File: src/rtl/zq_cal_pkg.sv
package zq_cal_pkg;

  typedef enum logic [2:0] {
    CMD_NOP  = 3'd0,
    CMD_PREA = 3'd1,
    CMD_ZQL  = 3'd2,
    CMD_ZQS  = 3'd3
  } zq_cmd_e;

  typedef enum logic [1:0] {
    KIND_INIT = 2'd0,
    KIND_SRX  = 2'd1,
    KIND_PER  = 2'd2
  } zq_kind_e;

  typedef enum logic [2:0] {
    ST_IDLE  = 3'd0,
    ST_REQ   = 3'd1,
    ST_PREP  = 3'd2,
    ST_TRP   = 3'd3,
    ST_ZQ    = 3'd4,
    ST_QUIET = 3'd5
  } zq_state_e;

  // Quiet-window length that belongs to each trigger kind
  function automatic int unsigned win_cycles(zq_kind_e k, int unsigned t_init,
                                             int unsigned t_oper, int unsigned t_cs);
    case (k)
      KIND_INIT: return t_init;
      KIND_SRX:  return t_oper;
      default:   return t_cs;
    endcase
  endfunction

  // Long form for power-up and self-refresh exit, short form for periodic
  function automatic zq_cmd_e cal_cmd(zq_kind_e k);
    return (k == KIND_PER) ? CMD_ZQS : CMD_ZQL;
  endfunction

endpackage

File: src/rtl/zq_period_timer.sv
module zq_period_timer #(
  parameter int IVL_W = 16
) (
  input  logic             clk_i,
  input  logic             rst_ni,
  input  logic             en_i,
  input  logic             restart_i,
  input  logic [IVL_W-1:0] ivl_i,
  output logic             tick_o
);
  logic [IVL_W-1:0] cnt_q;
  logic [IVL_W:0]   next_w;

  assign next_w = {1'b0, cnt_q} + {{IVL_W{1'b0}}, 1'b1};
  assign tick_o = en_i && !restart_i && (next_w >= {1'b0, ivl_i});

  always_ff @(posedge clk_i) begin
    if (!rst_ni) begin
      cnt_q <= '0;
    end else if (restart_i || !en_i || tick_o) begin
      cnt_q <= '0;
    end else begin
      cnt_q <= next_w[IVL_W-1:0];
    end
  end
endmodule

File: src/rtl/zq_req_arb.sv
module zq_req_arb
  import zq_cal_pkg::*;
(
  input  logic     clk_i,
  input  logic     rst_ni,
  input  logic     init_req_i,
  input  logic     srx_req_i,
  input  logic     tick_i,
  input  logic     take_i,
  output logic     pend_o,
  output zq_kind_e kind_o,
  output logic     restart_o
);
  logic init_q, srx_q, per_q;
  logic take_init_w, take_srx_w;

  always_comb begin
    if (init_q)     kind_o = KIND_INIT;
    else if (srx_q) kind_o = KIND_SRX;
    else            kind_o = KIND_PER;
  end

  assign pend_o      = init_q || srx_q || per_q;
  assign take_init_w = take_i && (kind_o == KIND_INIT);
  assign take_srx_w  = take_i && (kind_o == KIND_SRX);
  // A long sequence recalibrates fully, so the interval starts over
  assign restart_o   = take_init_w || take_srx_w;

  always_ff @(posedge clk_i) begin
    if (!rst_ni) begin
      init_q <= 1'b0;
      srx_q  <= 1'b0;
      per_q  <= 1'b0;
    end else begin
      init_q <= init_req_i || (init_q && !take_init_w);
      srx_q  <= srx_req_i  || (srx_q  && !take_srx_w);
      per_q  <= tick_i     || (per_q  && !take_i);
    end
  end
endmodule

File: src/rtl/zq_seq_fsm.sv
module zq_seq_fsm
  import zq_cal_pkg::*;
#(
  parameter int NUM_RANKS = 2,
  parameter int T_RP      = 6,
  parameter int T_ZQINIT  = 512,
  parameter int T_ZQOPER  = 256,
  parameter int T_ZQCS    = 64,
  parameter int CNT_W     = 10
) (
  input  logic                 clk_i,
  input  logic                 rst_ni,
  input  logic                 pend_i,
  input  zq_kind_e             kind_i,
  input  logic                 grant_i,
  input  logic [NUM_RANKS-1:0] banks_open_i,
  output logic                 take_o,
  output logic                 busy_o,
  output logic                 active_o,
  output zq_cmd_e              cmd_o,
  output logic [NUM_RANKS-1:0] cs_o,
  output logic                 issue_o,
  output logic                 quiet_o,
  output logic [NUM_RANKS-1:0] done_o,
  output logic [CNT_W-1:0]     win_o
);
  localparam int RANK_W = (NUM_RANKS > 1) ? $clog2(NUM_RANKS) : 1;
  localparam logic [RANK_W-1:0] LAST_RANK = RANK_W'(NUM_RANKS - 1);
  localparam logic [CNT_W-1:0]  ONE       = CNT_W'(1);
  localparam logic [CNT_W-1:0]  RP_LOAD   = CNT_W'(T_RP - 1);

  zq_state_e             state_q, state_d;
  zq_kind_e              kind_q, kind_d;
  logic [RANK_W-1:0]     rank_q, rank_d;
  logic [CNT_W-1:0]      cnt_q, cnt_d;
  logic [NUM_RANKS-1:0]  done_q, done_d;

  assign win_o    = CNT_W'(win_cycles(kind_q, T_ZQINIT, T_ZQOPER, T_ZQCS));
  assign take_o   = (state_q == ST_IDLE) && pend_i;
  assign busy_o   = (state_q != ST_IDLE);
  assign active_o = busy_o && (state_q != ST_REQ);
  assign quiet_o  = (state_q == ST_QUIET);
  assign done_o   = done_q;

  always_comb begin
    state_d = state_q;
    kind_d  = kind_q;
    rank_d  = rank_q;
    cnt_d   = cnt_q;
    done_d  = '0;
    cmd_o   = CMD_NOP;
    issue_o = 1'b0;
    case (state_q)
      ST_IDLE: begin
        if (pend_i) begin
          kind_d  = kind_i;
          state_d = ST_REQ;
        end
      end
      ST_REQ: begin
        if (grant_i) begin
          rank_d  = '0;
          state_d = ST_PREP;
        end
      end
      ST_PREP: begin
        if (banks_open_i[rank_q]) begin
          cmd_o   = CMD_PREA;
          cnt_d   = RP_LOAD;
          state_d = ST_TRP;
        end else begin
          issue_o = 1'b1;
        end
      end
      ST_TRP: begin
        if (cnt_q <= ONE) state_d = ST_ZQ;
        else              cnt_d   = cnt_q - ONE;
      end
      ST_ZQ: issue_o = 1'b1;
      ST_QUIET: begin
        if (cnt_q <= ONE) begin
          done_d[rank_q] = 1'b1;
          if (rank_q == LAST_RANK) begin
            state_d = ST_IDLE;
          end else begin
            rank_d  = rank_q + RANK_W'(1);
            state_d = ST_PREP;
          end
        end else begin
          cnt_d = cnt_q - ONE;
        end
      end
      default: state_d = ST_IDLE;
    endcase
    if (issue_o) begin
      cmd_o   = cal_cmd(kind_q);
      cnt_d   = win_o - ONE;
      state_d = ST_QUIET;
    end
  end

  always_comb begin
    cs_o = '0;
    if (cmd_o != CMD_NOP) cs_o[rank_q] = 1'b1;
  end

  always_ff @(posedge clk_i) begin
    if (!rst_ni) begin
      state_q <= ST_IDLE;
      kind_q  <= KIND_PER;
      rank_q  <= '0;
      cnt_q   <= '0;
      done_q  <= '0;
    end else begin
      state_q <= state_d;
      kind_q  <= kind_d;
      rank_q  <= rank_d;
      cnt_q   <= cnt_d;
      done_q  <= done_d;
    end
  end
endmodule

File: src/rtl/zq_cal_seq.sv
module zq_cal_seq
  import zq_cal_pkg::*;
#(
  parameter int NUM_RANKS = 2,
  parameter int T_RP      = 6,
  parameter int T_ZQINIT  = 512,
  parameter int T_ZQOPER  = 256,
  parameter int T_ZQCS    = 64,
  parameter int CNT_W     = 10,
  parameter int IVL_W     = 16
) (
  input  logic                 clk_i,
  input  logic                 rst_ni,
  input  logic                 init_cal_i,
  input  logic                 srx_exit_i,
  input  logic                 per_en_i,
  input  logic [IVL_W-1:0]     per_ivl_i,
  input  logic [NUM_RANKS-1:0] banks_open_i,
  input  logic                 grant_i,
  input  logic [NUM_RANKS-1:0] cke_i,
  input  logic [NUM_RANKS-1:0] odt_i,
  output logic                 req_o,
  output logic [2:0]           cmd_o,
  output logic [NUM_RANKS-1:0] cs_o,
  output logic [NUM_RANKS-1:0] cke_o,
  output logic [NUM_RANKS-1:0] odt_o,
  output logic                 dq_hiz_o,
  output logic [NUM_RANKS-1:0] done_o,
  output logic                 busy_o
);
  // Internal events, named for the bound checker
  logic             tick_w, restart_w, pend_w, take_w;
  logic             active_w, zq_issue_w, quiet_w;
  logic [CNT_W-1:0] win_len_w;
  zq_kind_e         kind_w;
  zq_cmd_e          cmd_w;

  zq_period_timer #(.IVL_W(IVL_W)) u_timer (
    .clk_i    (clk_i),
    .rst_ni   (rst_ni),
    .en_i     (per_en_i),
    .restart_i(restart_w),
    .ivl_i    (per_ivl_i),
    .tick_o   (tick_w)
  );

  zq_req_arb u_arb (
    .clk_i     (clk_i),
    .rst_ni    (rst_ni),
    .init_req_i(init_cal_i),
    .srx_req_i (srx_exit_i),
    .tick_i    (tick_w),
    .take_i    (take_w),
    .pend_o    (pend_w),
    .kind_o    (kind_w),
    .restart_o (restart_w)
  );

  zq_seq_fsm #(
    .NUM_RANKS(NUM_RANKS), .T_RP(T_RP), .T_ZQINIT(T_ZQINIT),
    .T_ZQOPER(T_ZQOPER), .T_ZQCS(T_ZQCS), .CNT_W(CNT_W)
  ) u_fsm (
    .clk_i       (clk_i),
    .rst_ni      (rst_ni),
    .pend_i      (pend_w),
    .kind_i      (kind_w),
    .grant_i     (grant_i),
    .banks_open_i(banks_open_i),
    .take_o      (take_w),
    .busy_o      (busy_o),
    .active_o    (active_w),
    .cmd_o       (cmd_w),
    .cs_o        (cs_o),
    .issue_o     (zq_issue_w),
    .quiet_o     (quiet_w),
    .done_o      (done_o),
    .win_o       (win_len_w)
  );

  assign req_o    = busy_o;
  assign cmd_o    = cmd_w;
  assign dq_hiz_o = zq_issue_w || quiet_w;

  for (genvar r = 0; r < NUM_RANKS; r++) begin : g_rank_pins
    assign cke_o[r] = active_w ? 1'b1 : cke_i[r];
    assign odt_o[r] = active_w ? 1'b0 : odt_i[r];
  end
endmodule

File: config.mk
export PLATFORM = sky130hd
export DESIGN_NAME = zq_cal_seq
export DESIGN_NICKNAME = d
export VERILOG_FILES = /design/src/rtl/zq_cal_pkg.sv /design/src/rtl/zq_period_timer.sv /design/src/rtl/zq_req_arb.sv /design/src/rtl/zq_seq_fsm.sv /design/src/rtl/zq_cal_seq.sv
export SDC_FILE = /design/constraint.sdc
export NUM_CORES = 1
export LEC_CHECK = 0
export ABC_CLOCK_PERIOD_IN_PS = 5300
export BUFFER_PORTS_ARGS = -buffer_cell sky130_fd_sc_hd__buf_2
export CORE_ASPECT_RATIO = 1.25
export CORE_MARGIN = 3
export CORE_UTILIZATION = 24
export DETAILED_ROUTE_END_ITERATION = 6
export PLACE_DENSITY_LB_ADDON = 0.3
export SLEW_MARGIN = 20
export SYNTH_ARGS = -nofsm -noshare
export SYNTH_HDL_FRONTEND = slang
export SYNTH_SLANG_ARGS = --single-unit
export TNS_END_PERCENT = 50
File: constraint.sdc
create_clock -name clk_i -period 5.3 [get_ports clk_i]
set_clock_uncertainty 0.1 [all_clocks]
set_input_delay 1.06 -clock clk_i [delete_from_list [all_inputs] [get_ports clk_i]]
set_output_delay 1.06 -clock clk_i [all_outputs]
set_load 0.02 [all_outputs]
==> flow_summary.toml, run 1 <==
[worst_setup_path]
path_delay_family = "simple AND/OR/NAND/NOR gates"
cp_common_cell = "nand4_1"
arrival_ns = 3.64
worstPathBufferInverterCount = 0
worst-setup-path-type = "register to register"
crit_chain = "nand4_1 -> or4_1 -> nor2_1 -> xor2_1 -> ha_1 -> and2_1 -> a221o_1 -> a31oi_1 -> nand4_1 -> nor2b_1"
required_ns = 5.39
cp-end-kind = "register"
cpPeakStageDelay_ns = 0.59
cpMaxStageDelayCell = "or4_1"
crit_fanout = 16
critPathLaunchType = "register"

[synth]
synth_top_family_by_area = "simple AND/OR/NAND/NOR gates"
syn-num-nets = 342
synthCells = 295
synth.top_cell.area_share_pct = 32.07
yosys.area.top_type = "dfxtp_1"
post-synth-top-count-cell = "dfxtp_1"
netlist_area_sq_um = 2310
synth_xor_area_share_pct = 5.688
ys.flop_type = "dfxtp_1"
syn_area_per_cell_sq_um = 7.830
yosysWarnings = 0
async_flop_share_pct = 0
synthTopCellsByArea = "dfxtp_1 (32%), ha_1 (10%), nor2_1 (5.4%)"
synthAdderAreaFrac_pct = 10.29
synthSimpleGateAreaFrac_pct = 26.92
muxShareOfSynthArea_pct = 0.9209
seq_area_frac_synth_pct = 32.07
synth_enable_flop_cells = 0
ys_types = 50
synth_common_cells = "dfxtp_1 (37), nor2_1 (33), inv_1 (26)"
synth-seq-cells = 37
synth_compound_area_share_pct = 16.90

[floorplanning]
rows = 39
initial_core_util_pct = 24.91
ios = 42
die-width_um = 93.75
die_h_um = 115.7
die_area_sq_um = 10840
coreArea_sq_um = 9271

[placed_design]
dp_hpwl_mm = 4.179
port-buffer-count = 40
place_congestion = 0.8349
pre_cts_slack_ns = 1.778

[sta]
fmaxAchievable_mhz = 281.7
period_needed_ns = 3.550
whs_ns = 0.3838
tns_ns = 0
worst_slack_ns = 1.750
finalHoldViolCount = 0
tightest_slew_ns = 0.6943
setup_viol = 0
finalCritPeriodShare_pct = 66.98
max_slew_margin_pct = 53.57
slew_viol_final = 0
rsz0062_at_grt = "false"

[pwr]
p_int_uw = 635.4
p_sw_uw = 377.9
power_frac_seq_pct = 34.2
leakage_nw = 1.230
p_per_area_nw_per_um2 = 367.6
swShare_pct = 37.30
worst_ir_drop_vdd_mv = 0.1278
power_frac_comb_pct = 34.9
p_clk_share_pct = 30.9

[clocking]
clk-insertion-delay-late_ns = 0.28
clk_pin_slew_worst_paths_ns = 0.06
cts_repair_resize_count = 0
numCtsBuffers = 5
postCtsSetupRepairBufs = 0
cts_tree = "built"
cts-root-buf = "clkbuf_16"
ctsHoldBuffers = 0
cts.path.max_buffers = 2
cts_max_level = 2
numClockSinks = 37

[cells_and_area]
fill_cells = 1010
drive_gt1_share_pct = 16.62
nets = 377
n_antenna_cell = 0
syn_to_final_growth_pct = 19.34
final_core_util_pct = 29.73

[routing]
finalWirelength_mm = 5.385
num_vias = 2156
drc = 0
post_drt_via_cell_ratio = 4.749
drt_first_pass_iters = 4
drtIter0Drc = 45
wl_per_cell_um = 11.86
final_antenna_net_count = 0

[outcome]
outcome = "finished, final reports clean"

[grt]
grt_overflow_total = 0
antenna_found_initial = 0
grt_pass1_vias = 2013
grt_max_degree = 17
grt_pass1_wl_mm = 9.156
grt_usage_pct = 10.49

[min_path]
hold_class = "register to register"

[flow_run]
drv_cap = 0
-- flip-flops by register name (all words and copies together) (netlist names) --
| signal | count |
|---|---|
| u_arb.init_q | 1 |
| u_timer.cnt_q | 16 |
| u_fsm.done_o | 2 |
| u_arb.srx_q | 1 |
| u_arb.per_q | 1 |
| u_fsm.state_q | 3 |
| u_fsm.rank_q | 1 |
| u_fsm.kind_q | 2 |
| u_fsm.cnt_q | 10 |
-- power by group through the flow --
stage	registers (mW)	clock network [mW]	logic, mW
global route	0.354	0.334	0.403
CTS	0.346	0.319	0.357
global placement	0.352	0	0.350
finish	0.346	0.313	0.354
floorplan	0.328	0	0.304
detailed placement	0.352	0	0.355
-- final timing paths --
check,from,to,slack (ns),cells past startpoint
setup reg to reg,u_timer.cnt_q[6]$_SDFF_PP0_,u_timer.cnt_q[5]$_SDFF_PP0_,1.75,10
hold reg to reg,u_fsm.cnt_q[9]$_SDFFE_PN0P_,u_fsm.cnt_q[9]$_SDFFE_PN0P_,0.38,2
setup / recovery,u_timer.cnt_q[6]$_SDFF_PP0_,u_timer.cnt_q[5]$_SDFF_PP0_,1.75,10
hold / removal,u_fsm.cnt_q[9]$_SDFFE_PN0P_,u_fsm.cnt_q[9]$_SDFFE_PN0P_,0.38,2
-- worst reg2reg max path, cell delays in order, from the launching register on --
cell and delay (ns):
dfxtp_1 0.40, nand4_1 0.21, or4_1 0.59, nor2_1 0.14
xor2_1 0.20, ha_1 0.28, and2_1 0.18, a221o_1 0.31
a31oi_1 0.19, nand4_1 0.59, nor2b_1 0.29
-- placed cells by master (no fill, tap or decap), types with 2 or more instances in the layout --
| master | instances |
|---|---|
| xor2_1 | 9 |
| nor2_1 | 33 |
| xnor2_1 | 6 |
| buf_2 | 40 |
| and3_1 | 2 |
| clkbuf_8 | 2 |
| nor3_1 | 13 |
| clkbuf_16 | 5 |
| nand2_1 | 19 |
| o21ai_0 | 18 |
| nor3b_1 | 3 |
| and2_1 | 2 |
| o311ai_0 | 2 |
| inv_1 | 26 |
| nand3_1 | 13 |
| o31ai_1 | 3 |
| dfxtp_1 | 37 |
| ha_1 | 19 |
| a32o_1 | 2 |
| a21oi_1 | 20 |
| or4_1 | 2 |
| nor2b_1 | 17 |
| or3_1 | 3 |
| nand4_1 | 7 |
| a21o_1 | 2 |
-- through the flow --
stage               area [sq um]  instances  total power, mW
floorplan                   2310        295           0.6323
global placement            2599        446           0.7017
detailed placement          2599        446           0.7068
CTS                         2756        454            1.023
global route                2756        454            1.091
finish                      2756        454            1.013
-- cell type report --
class | count | area (sq um) | area share [%]
well taps | 123 | 153.9 | 5.583
repair buffers | 40 | 200.2 | 7.263
flip-flops and latches | 37 | 740.7 | 26.87
clock buffers | 7 | 152.6 | 5.538
clock inverters | 1 | 5.005 | 0.1816
inverters | 26 | 97.59 | 3.541
multi-input cells | 220 | 1406 | 51.02
-- metal layers --
layer  up-vias  GRT usage (%)  share of wire, %
li1       1101              -                 -
met1       998          12.89                46
met2        48          17.91                47
met3         9          2.468               4.5
met4         0          3.661               1.7
met5         -              0                 0
-- logic make-up (layout without fill, tap and decap cells) --
logic type,Yosys count,after routing
flip-flops,37,37
adder cells (fa/ha/maj),19,19
AO/OA/AOI/OAI,62,62
other,1,1
XOR/XNOR,15,15
AND/OR/NAND/NOR,121,121
buffers and inverters,38,74
multiplexers,2,2
No activity file was read; power rests on OpenSTA's default activity.
==> run 2, diff against run 1 <==
Settings changed: ABC_CLOCK_PERIOD_IN_PS 5300 to 2940.
Clock period 5.3 ns to 2.94 ns, I/O delays scaled along.
==> flow_summary.toml, run 2 (synthesized netlist as in run 1, its figures left out) <==
[worst_setup_path]
rrSetupSlack_ns = 0.009
worstPathBufferInverterCount = 2
timing.rr.start = "u_timer.cnt_q[7]$_SDFF_PP0_"
cpPeakStageDelay_ns = 0.57
cpMaxStageDelayCell = "or4_4"
arrival_ns = 3.04
worst-setup-path-type = "register to register"
reg2regPathDepth = 11
cp-end-kind = "register"
crit_chain = "nand4_1 -> or4_4 -> nor2_4 -> xor2_1 -> ha_1 -> buf_4 -> a221o_1 -> a31oi_2 -> nand4_1 -> buf_6 -> nor2b_1"
cp_common_cell = "nand4_1"
critPathLaunchType = "register"
crit_fanout = 8
path_delay_family = "simple AND/OR/NAND/NOR gates"
timing.rr.end = "u_timer.cnt_q[4]$_SDFF_PP0_"
required_ns = 3.04

[grt]
grt_usage_pct = 10.72
grt_max_degree = 17
antenna_found_initial = 0
grt_pass1_vias = 2101
grt_pass1_wl_mm = 9.453
grt_overflow_total = 0

[clocking]
cts.path.max_buffers = 2
clk-insertion-delay-late_ns = 0.28
numCtsBuffers = 5
numClockSinks = 37
ctsHoldBuffers = 0
cts-root-buf = "clkbuf_16"
clk_pin_slew_worst_paths_ns = 0.06
cts_tree = "built"
cts_max_level = 2

[placed_design]
place_inst = 473
pre_cts_slack_ns = -0.03413
place_congestion = 0.7321
dp_hpwl_mm = 4.418
port-buffer-count = 40

[pwr]
leakage_nw = 1.402
p_per_area_nw_per_um2 = 616.5
worst_ir_drop_vdd_mv = 0.2795

[floorplanning]
coreArea_sq_um = 9271
rows = 39
die_h_um = 115.7
die-width_um = 93.75
die_area_sq_um = 10840
ios = 42
initial_core_util_pct = 24.91

[sta]
tightest_slew_ns = 0.7020
finalCritPeriodShare_pct = 99.70
max_slew_margin_pct = 52.61
whs_ns = 0.3868
fmaxAchievable_mhz = 341.2
period_needed_ns = 2.931
rsz0062_at_grt = "true"
slew_viol_final = 0
finalHoldViolCount = 0
setup_viol = 0
worst_slack_ns = 0.008923

[routing]
finalWirelength_mm = 5.697
drc = 0
met2WireLength_mm = 2.812
num_vias = 2211
drt_first_pass_iters = 4
final_antenna_net_count = 0
top_layer = "met4"
drtIter0Drc = 71
wl_met1_mm = 2.512
wl_per_cell_um = 11.75
post_drt_via_cell_ratio = 4.559
routed-wl-met3_um = 273

[min_path]
hp-start = "u_fsm.cnt_q[9]$_SDFFE_PN0P_"
hold_class = "register to register"
hold_depth = 2
hold_end = "u_fsm.cnt_q[9]$_SDFFE_PN0P_"

[outcome]
outcome = "finished, final reports clean"

[cells_and_area]
nets = 408
final_cell_mix = "buf_2 (40), nor2_1 (31), buf_4 (30)"
fin_cells = 485
syn_to_final_growth_pct = 33.21
drive_gt1_share_pct = 28.73
final_common_cell = "buf_2"
largest_register_ffs = 16
largest_register = "u_timer.cnt_q"
reg_top3 = "u_timer.cnt_q (16), u_fsm.cnt_q (10), u_fsm.state_q (3)"
n_antenna_cell = 0

[flow_run]
drv_cap = 0
[run 2: changes by cell type in the layout (fill, tap and decap cells not counted), sizes merged]
cell    previous run  this run
bufinv             0         1
clkinv             1         0
buf               40        71
[run 2: final cells by class]
type	count	area [sq um]
clock inverter	1	30.03
timing repair buffer	71	436.7
inverter	26	97.59
fill	1007	6195
tap	123	153.9
sequential	37	750.7
multi-input combinational	220	1465
clock buffer	7	142.6
[run 2: what timing repair did]
item                                    4_1_cts  5_1_grt
gates resized for setup                      10       10
endpoints found under the setup margin       16       17
cloned                                        0        0
pin swaps                                     4       10
setup buffers                                 1        3
[run 2: routing by layer]
layer | global-route usage (%) | up-vias
met5 | 0 | -
met4 | 3.565 | 0
met3 | 2.662 | 9
met2 | 18.14 | 55
met1 | 13.29 | 985
li1 | - | 1162
[run 2: how the worst max path moves through the flow]
stage                     depth (start not counted)                      endpoint                         from
after floorplan                                  11  u_timer.cnt_q[14]$_SDFF_PP0_  u_timer.cnt_q[8]$_SDFF_PP0_
after global placement                           11   u_timer.cnt_q[6]$_SDFF_PP0_  u_timer.cnt_q[5]$_SDFF_PP0_
after detailed placement                         11   u_timer.cnt_q[3]$_SDFF_PP0_  u_timer.cnt_q[5]$_SDFF_PP0_
after CTS                                        11   u_timer.cnt_q[4]$_SDFF_PP0_  u_timer.cnt_q[2]$_SDFF_PP0_
after global routing                             11  u_timer.cnt_q[13]$_SDFF_PP0_  u_timer.cnt_q[7]$_SDFF_PP0_
final                                            11   u_timer.cnt_q[4]$_SDFF_PP0_  u_timer.cnt_q[7]$_SDFF_PP0_
[run 2: power breakdown]
part | switching, mW | total, mW | internal, mW
logic | 0.399 | 0.656 | 0.257
registers | 0.0748 | 0.621 | 0.546
clock network | 0.196 | 0.619 | 0.423
[run 2: metrics by stage]
| stage | util (%) | cell area (sq um) | TNS [ns] | power [mW] |
|---|---|---|---|---|
| 3_5_place_dp | 30.24 | 2804 | -0.2180 | 1.281 |
| 5_1_grt | 33.18 | 3077 | -2.888 | 2.042 |
| 3_3_place_gp | 30.24 | 2804 | 0 | 1.278 |
| 6_report | 33.18 | 3077 | 0 | 1.897 |
| 4_1_cts | 32.54 | 3017 | 0 | 1.911 |
| 2_1_floorplan | - | 2316 | 0 | 1.141 |
[run 2: tightest hold or removal path, delay by kind of cell, from the launching register on]
family	cells	cell delay (ns)
AO/OA/AOI/OAI	2	0.13
flip-flops	1	0.32
